[src/rtl/fc_gate_pkg.sv]
package fc_gate_pkg;
  localparam int NUM_KINDS = 3;

  typedef enum logic [1:0] {
    KIND_POSTED     = 2'd0,
    KIND_NONPOSTED  = 2'd1,
    KIND_COMPLETION = 2'd2,
    KIND_RESERVED   = 2'd3
  } tlpKind_e;

  // strobes from control to datapath
  typedef struct packed {
    logic [NUM_KINDS-1:0] consume;  // one-hot: class that completed a handshake
  } ctrlStrobe_t;
endpackage

[src/rtl/fc_gate_dpath.sv]
module fc_gate_dpath
  import fc_gate_pkg::*;
#(
  parameter int HDR_W = 8,
  parameter int DAT_W = 12
) (
  input  logic                 clk,
  input  logic                 rstN,
  input  logic [NUM_KINDS-1:0] limitUpd,
  input  logic [HDR_W-1:0]     hdrLimitIn [NUM_KINDS],
  input  logic [DAT_W-1:0]     datLimitIn [NUM_KINDS],
  input  ctrlStrobe_t          strobe,
  input  logic [DAT_W-1:0]     datNeed,
  output logic [HDR_W-1:0]     hdrLimit [NUM_KINDS],
  output logic [DAT_W-1:0]     datLimit [NUM_KINDS],
  output logic [HDR_W-1:0]     hdrCons  [NUM_KINDS],
  output logic [DAT_W-1:0]     datCons  [NUM_KINDS],
  output logic [NUM_KINDS-1:0] hdrInf,
  output logic [NUM_KINDS-1:0] datInf
);
  logic [NUM_KINDS-1:0] seenUpd;

  for (genvar t = 0; t < NUM_KINDS; t++) begin : g_pool
    always_ff @(posedge clk or negedge rstN) begin
      if (!rstN) begin
        hdrLimit[t] <= '0;
        datLimit[t] <= '0;
        hdrCons[t]  <= '0;
        datCons[t]  <= '0;
        hdrInf[t]   <= 1'b1;
        datInf[t]   <= 1'b1;
        seenUpd[t]  <= 1'b0;
      end else begin
        if (limitUpd[t]) begin
          hdrLimit[t] <= hdrLimitIn[t];
          datLimit[t] <= datLimitIn[t];
          if (!seenUpd[t]) begin
            hdrInf[t]  <= (hdrLimitIn[t] == '0);
            datInf[t]  <= (datLimitIn[t] == '0);
            seenUpd[t] <= 1'b1;
          end
        end
        if (strobe.consume[t]) begin
          hdrCons[t] <= hdrCons[t] + 1'b1;
          datCons[t] <= datCons[t] + datNeed;
        end
      end
    end

    // header count steps by one per handshake, else holds
    a_r5_hdr_step: assert property (@(posedge clk) disable iff (!rstN)
      $past(strobe.consume[t]) |-> hdrCons[t] == HDR_W'($past(hdrCons[t]) + 1'b1));
    a_r5_hdr_hold: assert property (@(posedge clk) disable iff (!rstN)
      !$past(strobe.consume[t]) |-> $stable(hdrCons[t]));
    // data count steps by the need computed in control
    a_r5_dat_step: assert property (@(posedge clk) disable iff (!rstN)
      $past(strobe.consume[t]) |-> datCons[t] == DAT_W'($past(datCons[t]) + $past(datNeed)));
    // unlimited marking is fixed once the first update has been seen
    a_r6_sticky: assert property (@(posedge clk) disable iff (!rstN)
      $past(seenUpd[t]) |-> ($stable(hdrInf[t]) && $stable(datInf[t])));
  end

  a_r5_onehot: assert property (@(posedge clk) disable iff (!rstN)
    $onehot0(strobe.consume));
endmodule

[src/rtl/fc_gate_ctrl.sv]
module fc_gate_ctrl
  import fc_gate_pkg::*;
#(
  parameter int HDR_W         = 8,
  parameter int DAT_W         = 12,
  parameter int LEN_W         = 11,
  parameter bit CPL_UNLIMITED = 1'b1
) (
  input  logic                 clk,
  input  logic                 rstN,
  input  logic                 tlpValid,
  input  logic [1:0]           tlpKind,
  input  logic [LEN_W-1:0]     tlpLenDw,
  input  logic [HDR_W-1:0]     hdrLimit [NUM_KINDS],
  input  logic [DAT_W-1:0]     datLimit [NUM_KINDS],
  input  logic [HDR_W-1:0]     hdrCons  [NUM_KINDS],
  input  logic [DAT_W-1:0]     datCons  [NUM_KINDS],
  input  logic [NUM_KINDS-1:0] hdrInf,
  input  logic [NUM_KINDS-1:0] datInf,
  output logic                 tlpReady,
  output ctrlStrobe_t          strobe,
  output logic [DAT_W-1:0]     datNeed
);
  localparam int LENP_W = LEN_W + 1;

  logic [LENP_W-1:0]    lenPlus;
  logic [NUM_KINDS-1:0] poolOk;

  // round the dword count up to 4-dword credit units
  assign lenPlus = {1'b0, tlpLenDw} + LENP_W'(3);
  assign datNeed = DAT_W'(lenPlus[LENP_W-1:2]);

  for (genvar t = 0; t < NUM_KINDS; t++) begin : g_check
    if (CPL_UNLIMITED && t == int'(KIND_COMPLETION)) begin : g_free
      assign poolOk[t] = 1'b1;
    end else begin : g_mod
      logic [HDR_W-1:0] hdrRoom;
      logic [DAT_W-1:0] datRoom;
      assign hdrRoom   = hdrLimit[t] - hdrCons[t] - HDR_W'(1);
      assign datRoom   = datLimit[t] - datCons[t] - datNeed;
      assign poolOk[t] = (hdrInf[t] | ~hdrRoom[HDR_W-1]) &
                         (datInf[t] | ~datRoom[DAT_W-1]);
    end
  end

  always_comb begin
    tlpReady       = 1'b0;
    strobe.consume = '0;
    if (tlpValid && tlpKind != KIND_RESERVED) begin
      tlpReady = poolOk[tlpKind];
      strobe.consume[tlpKind] = poolOk[tlpKind];
    end
  end

  // reserved class code is never granted
  a_r1_reserved: assert property (@(posedge clk) disable iff (!rstN)
    (tlpKind == KIND_RESERVED) |-> !tlpReady);
  // no grant without valid
  a_r1_novalid: assert property (@(posedge clk) disable iff (!rstN)
    !tlpValid |-> !tlpReady);

  if (CPL_UNLIMITED) begin : g_cpl_chk
    // completions never wait for credit
    a_r8_cpl_free: assert property (@(posedge clk) disable iff (!rstN)
      (tlpValid && tlpKind == KIND_COMPLETION) |-> tlpReady);
  end
endmodule

[src/rtl/fc_credit_gate.sv]
module fc_credit_gate
  import fc_gate_pkg::*;
#(
  parameter int HDR_W         = 8,
  parameter int DAT_W         = 12,
  parameter int LEN_W         = 11,
  parameter bit CPL_UNLIMITED = 1'b1
) (
  input  logic             clk,
  input  logic             rstN,
  input  logic             tlpValid,
  input  logic [1:0]       tlpKind,
  input  logic [LEN_W-1:0] tlpLenDw,
  output logic             tlpReady,
  input  logic [2:0]       limitUpd,
  input  logic [HDR_W-1:0] postHdrLimit,
  input  logic [DAT_W-1:0] postDatLimit,
  input  logic [HDR_W-1:0] npHdrLimit,
  input  logic [DAT_W-1:0] npDatLimit,
  input  logic [HDR_W-1:0] cplHdrLimit,
  input  logic [DAT_W-1:0] cplDatLimit
);
  logic [HDR_W-1:0]     hdrLimitIn [NUM_KINDS];
  logic [DAT_W-1:0]     datLimitIn [NUM_KINDS];
  logic [HDR_W-1:0]     hdrLimit   [NUM_KINDS];
  logic [DAT_W-1:0]     datLimit   [NUM_KINDS];
  logic [HDR_W-1:0]     hdrCons    [NUM_KINDS];
  logic [DAT_W-1:0]     datCons    [NUM_KINDS];
  logic [NUM_KINDS-1:0] hdrInf;
  logic [NUM_KINDS-1:0] datInf;
  ctrlStrobe_t          strobe;
  logic [DAT_W-1:0]     datNeed;

  assign hdrLimitIn[0] = postHdrLimit;
  assign hdrLimitIn[1] = npHdrLimit;
  assign hdrLimitIn[2] = cplHdrLimit;
  assign datLimitIn[0] = postDatLimit;
  assign datLimitIn[1] = npDatLimit;
  assign datLimitIn[2] = cplDatLimit;

  fc_gate_ctrl #(
    .HDR_W(HDR_W), .DAT_W(DAT_W), .LEN_W(LEN_W), .CPL_UNLIMITED(CPL_UNLIMITED)
  ) u_ctrl (
    .clk(clk), .rstN(rstN),
    .tlpValid(tlpValid), .tlpKind(tlpKind), .tlpLenDw(tlpLenDw),
    .hdrLimit(hdrLimit), .datLimit(datLimit),
    .hdrCons(hdrCons), .datCons(datCons),
    .hdrInf(hdrInf), .datInf(datInf),
    .tlpReady(tlpReady), .strobe(strobe), .datNeed(datNeed)
  );

  fc_gate_dpath #(
    .HDR_W(HDR_W), .DAT_W(DAT_W)
  ) u_dpath (
    .clk(clk), .rstN(rstN),
    .limitUpd(limitUpd),
    .hdrLimitIn(hdrLimitIn), .datLimitIn(datLimitIn),
    .strobe(strobe), .datNeed(datNeed),
    .hdrLimit(hdrLimit), .datLimit(datLimit),
    .hdrCons(hdrCons), .datCons(datCons),
    .hdrInf(hdrInf), .datInf(datInf)
  );

  // a refused packet stays refused while nothing relevant changes
  a_r9_stall_holds: assert property (@(posedge clk) disable iff (!rstN)
    ($past(tlpValid && !tlpReady && limitUpd == '0) && tlpValid &&
     $stable(tlpKind) && $stable(tlpLenDw)) |-> !tlpReady);
endmodule

[config.mk]
export PLATFORM = sky130hd
export DESIGN_NAME = fc_credit_gate
export DESIGN_NICKNAME = d
export VERILOG_FILES = /design/src/rtl/fc_gate_pkg.sv /design/src/rtl/fc_gate_dpath.sv /design/src/rtl/fc_gate_ctrl.sv /design/src/rtl/fc_credit_gate.sv
export SDC_FILE = /design/constraint.sdc
export NUM_CORES = 1
export LEC_CHECK = 0
export ABC_AREA = 1
export BUFFER_PORTS_ARGS = -buffer_cell sky130_fd_sc_hd__buf_4
export CORE_UTILIZATION = 35
export CTS_CLUSTER_DIAMETER = 50
export DETAILED_ROUTE_END_ITERATION = 10
export GPL_ROUTABILITY_DRIVEN = 0
export PLACE_DENSITY = 0.53
export SKIP_LAST_GASP = 1
export SLEW_MARGIN = 20
export SYNTH_ARGS = -nofsm -noshare
export SYNTH_HDL_FRONTEND = slang
export SYNTH_SLANG_ARGS = --single-unit
[constraint.sdc]
create_clock -name clk -period 4.05 [get_ports clk]
set_clock_uncertainty 0.05 [all_clocks]
set_input_delay 0.2025 -clock clk [delete_from_list [all_inputs] [get_ports clk]]
set_output_delay 0.2025 -clock clk [all_outputs]
set_load 0.05 [all_outputs]
==> run metrics <==
status finished, violations left; violated checks DRC; Post-synth EDFFs 0; drt initial violations 156; layout cell share with drive strength beyond 1 0.139; Crit path largest cell delay 0.46 ns; Int Power 0.00225 W; hpwl dp 11.2 mm; crit end category output pin; cell mode on critical path nand2_1; NetSw 0.00164 W; first-pass GRT wire length 24.8 mm; syn_nets 1002; drt via density 4.52; Die Height 139 µm; mean post-synth cell area 7.79 µm²; Total GRT Usage 0.163; Hold Fails Final Rpt 0; pre-CTS setup slack 0.446 ns; TritonCTS clock tree done; worst-path maximum fanout 6; final net count 1064; Layout Utilization 0.417; CP arrival 3.19 ns; sequential area share after synthesis 0.331; cells along the critical path buf_4, nand2_2, nor2_1, nand2_2, nor2_1, or2_2, nand2_1, fa_1, ha_1, nand2_1, o21ai_0, nand2_1, nand3_1, nand2_1, nand3b_1, nand2_1, nand2_1, nand2_1, a21oi_1, buf_4; slowest cell on the critical path fa_1; total negative slack 0 ns; Synth cell types 42; switch share 0.421; CTS buffer count 9; fmax 291 MHz; Worst Path Required 3.80 ns; core area 18100 µm²; Static Leak 4.06 nW; Post-Route WL 14.1 mm; final setup vio count 0; die area 19200 µm²; drt pass-1 iters 7; number of remaining DRC errors 4; GRT overflow 0; total power draw 0.00389 W; Rel. slew slack 0.412; asr flop ratio synth 1.00; Hold-fix buffers, CTS 2; Tightest Pin Transition 0.882 ns; Initial Util 0.361; clock sinks 86; Min-Delay Path Class in2reg; Cell Rows 49; max-cap violations 0; via count 5122; commonest non-fill, non-tap cells in the layout 213 x nand2_1, 156 x inv_1, 82 x dfrtp_1, 72 x ha_1, 63 x buf_4; Die Wd 139 µm; clk slew on worst S/H paths 0.07 ns; pin count of the biggest net entering global routing 64; final worst slack 0.610 ns; Post-Synthesis Cell Area 6520 µm²; combinational power share 0.457; CTS Root Cell clkbuf_16; Port Buffer Count 58; Max IR drop VDD 0.261 mV; fraction of the cycle the final worst path needs 0.849; Mapped Cells 837; Ys Warns 0; H-Tree Depth 3; Power Density 516 nW/µm²; Max Slew Vio Count 0; RSZ-0062 raised after global routing no; antenna violations before repair 0; Reg power frac 0.318; wire length per cell 12.4 µm; vias in the first global route 5099; Post-CTS Setup Repair Bufs 0; commonest non-fill, non-tap cell in the layout nand2_1; crit-path leading delay family simple AND/OR/NAND/NOR gates; post-route antenna net violation count 0; Seq cells post-synth 86; clk buf depth 2; Critical Path Start Type primary input; number of buffers and inverters on the critical path 2; worst setup path class in2out; Post-CTS Resized 0; Clk pwr share 0.225; clock latency on the worst-skew pair 0.36 ns; Tmin final 3.44 ns; Area Growth Syn to Fin 15.6%; antenna fix cells 0; total I/O pin count 80; Main synth FF type dfrtp_1
state kept, by name, indices dropped and copies added, names as in the netlist:
signal,flops
u_dpath.hdrInf,2
u_dpath.datInf,2
u_dpath.datCons,24
u_dpath.datLimit,24
u_dpath.seenUpd,2
u_dpath.hdrLimit,16
u_dpath.hdrCons,16
worst reg2reg max path, stage by stage, from the launching register on:
cell	delay, ns
dfrtp_1	0.42
inv_1	0.08
nand3_2	0.14
nand2_2	0.16
inv_2	0.06
ha_1	0.17
inv_1	0.05
nand2_1	0.05
ha_1	0.29
a21oi_1	0.07
o21ai_0	0.19
nand2_1	0.09
nand3_1	0.07
nand2_1	0.05
nand3b_1	0.20
nand4_2	0.24
inv_2	0.32
nand2_1	0.09
nand2_1	0.06
nand2_1	0.05
layer usage:
metal | track usage | part of all wire
met5 | 0 | 0
met4 | 0.0461 | 0.013
met3 | 0.0281 | 0.023
met2 | 0.267 | 0.47
met1 | 0.220 | 0.50
path summary, 6_finish.rpt:
check	start	end	slack (ns)	cells after the start
setup / recovery	tlpLenDw[4]	tlpReady	0.61	20
hold / removal	postDatLimit[9]	u_dpath.datLimit[33]$_DFFE_PN0P_	0.008	3
setup reg to reg	u_dpath.datCons[27]$_DFFE_PN0P_	u_dpath.datCons[34]$_DFFE_PN0P_	1.06	19
hold reg to reg	u_dpath.seenUpd[0]$_DFFE_PN0P_	u_dpath.seenUpd[0]$_DFFE_PN0P_	0.40	2
max in group asynchronous	rstN	u_dpath.hdrInf[0]$_DFFE_PN1P_	2.59	3
min in group asynchronous	rstN	u_dpath.datLimit[24]$_DFFE_PN0P_	0.44	2
final cells by class:
| cell class | instances | area [µm²] |
|---|---|---|
| fillers | 1872 | 10500 |
| multi-input cells | 577 | 3700 |
| flip-flops and latches | 86 | 2160 |
| inverters | 160 | 601 |
| repair buffers | 65 | 493 |
| well taps | 229 | 287 |
| clock buffers | 9 | 225 |
| clock inverters | 7 | 82.6 |
kinds of logic (layout without fill, tap and decap cells):
| family | after synthesis | after routing | synth area share |
|---|---|---|---|
| simple gates | 357 | 357 | 0.261 |
| buf+inv | 174 | 241 | 0.103 |
| compound gates | 107 | 107 | 0.0886 |
| fa+ha+maj | 86 | 86 | 0.181 |
| flops | 86 | 86 | 0.331 |
| xor+xnor | 27 | 27 | 0.0362 |
power by group through the flow:
stage	Sequential, W	Combinational, W	Clock, W
2_1_floorplan	0.00121	0.00140	0
3_3_place_gp	0.00125	0.00177	0
3_5_place_dp	0.00125	0.00180	0
4_1_cts	0.00124	0.00181	0.000913
5_1_grt	0.00127	0.00212	0.000938
6_report	0.00124	0.00178	0.000878
stage by stage:
step                      cell area (µm²)  hold WS [ns]  std cells
final                                7540       0.00827       1133
after global routing                 7540        0.0192       1133
after CTS                            7540      0.000929       1133
after detailed placement             7210         0.347       1115
after global placement               7210         0.344       1115
after floorplan                      6520        -0.143        837
Yosys cell counts (10+ instances only):
cell | n | share of area
nor2_1 | 32 | 0.018
nand2_1 | 213 | 0.12
nand4_1 | 12 | 0.012
o21ai_1 | 13 | 0.010
xor2_1 | 20 | 0.027
o21ai_0 | 50 | 0.038
dfrtp_1 | 82 | 0.31
ha_1 | 72 | 0.14
nand2_2 | 11 | 0.011
fa_1 | 14 | 0.043
a21oi_1 | 29 | 0.022
nand3_1 | 37 | 0.028
inv_1 | 156 | 0.090
nand3_2 | 10 | 0.015
Note: power is estimated with default switching activity, not from simulation.
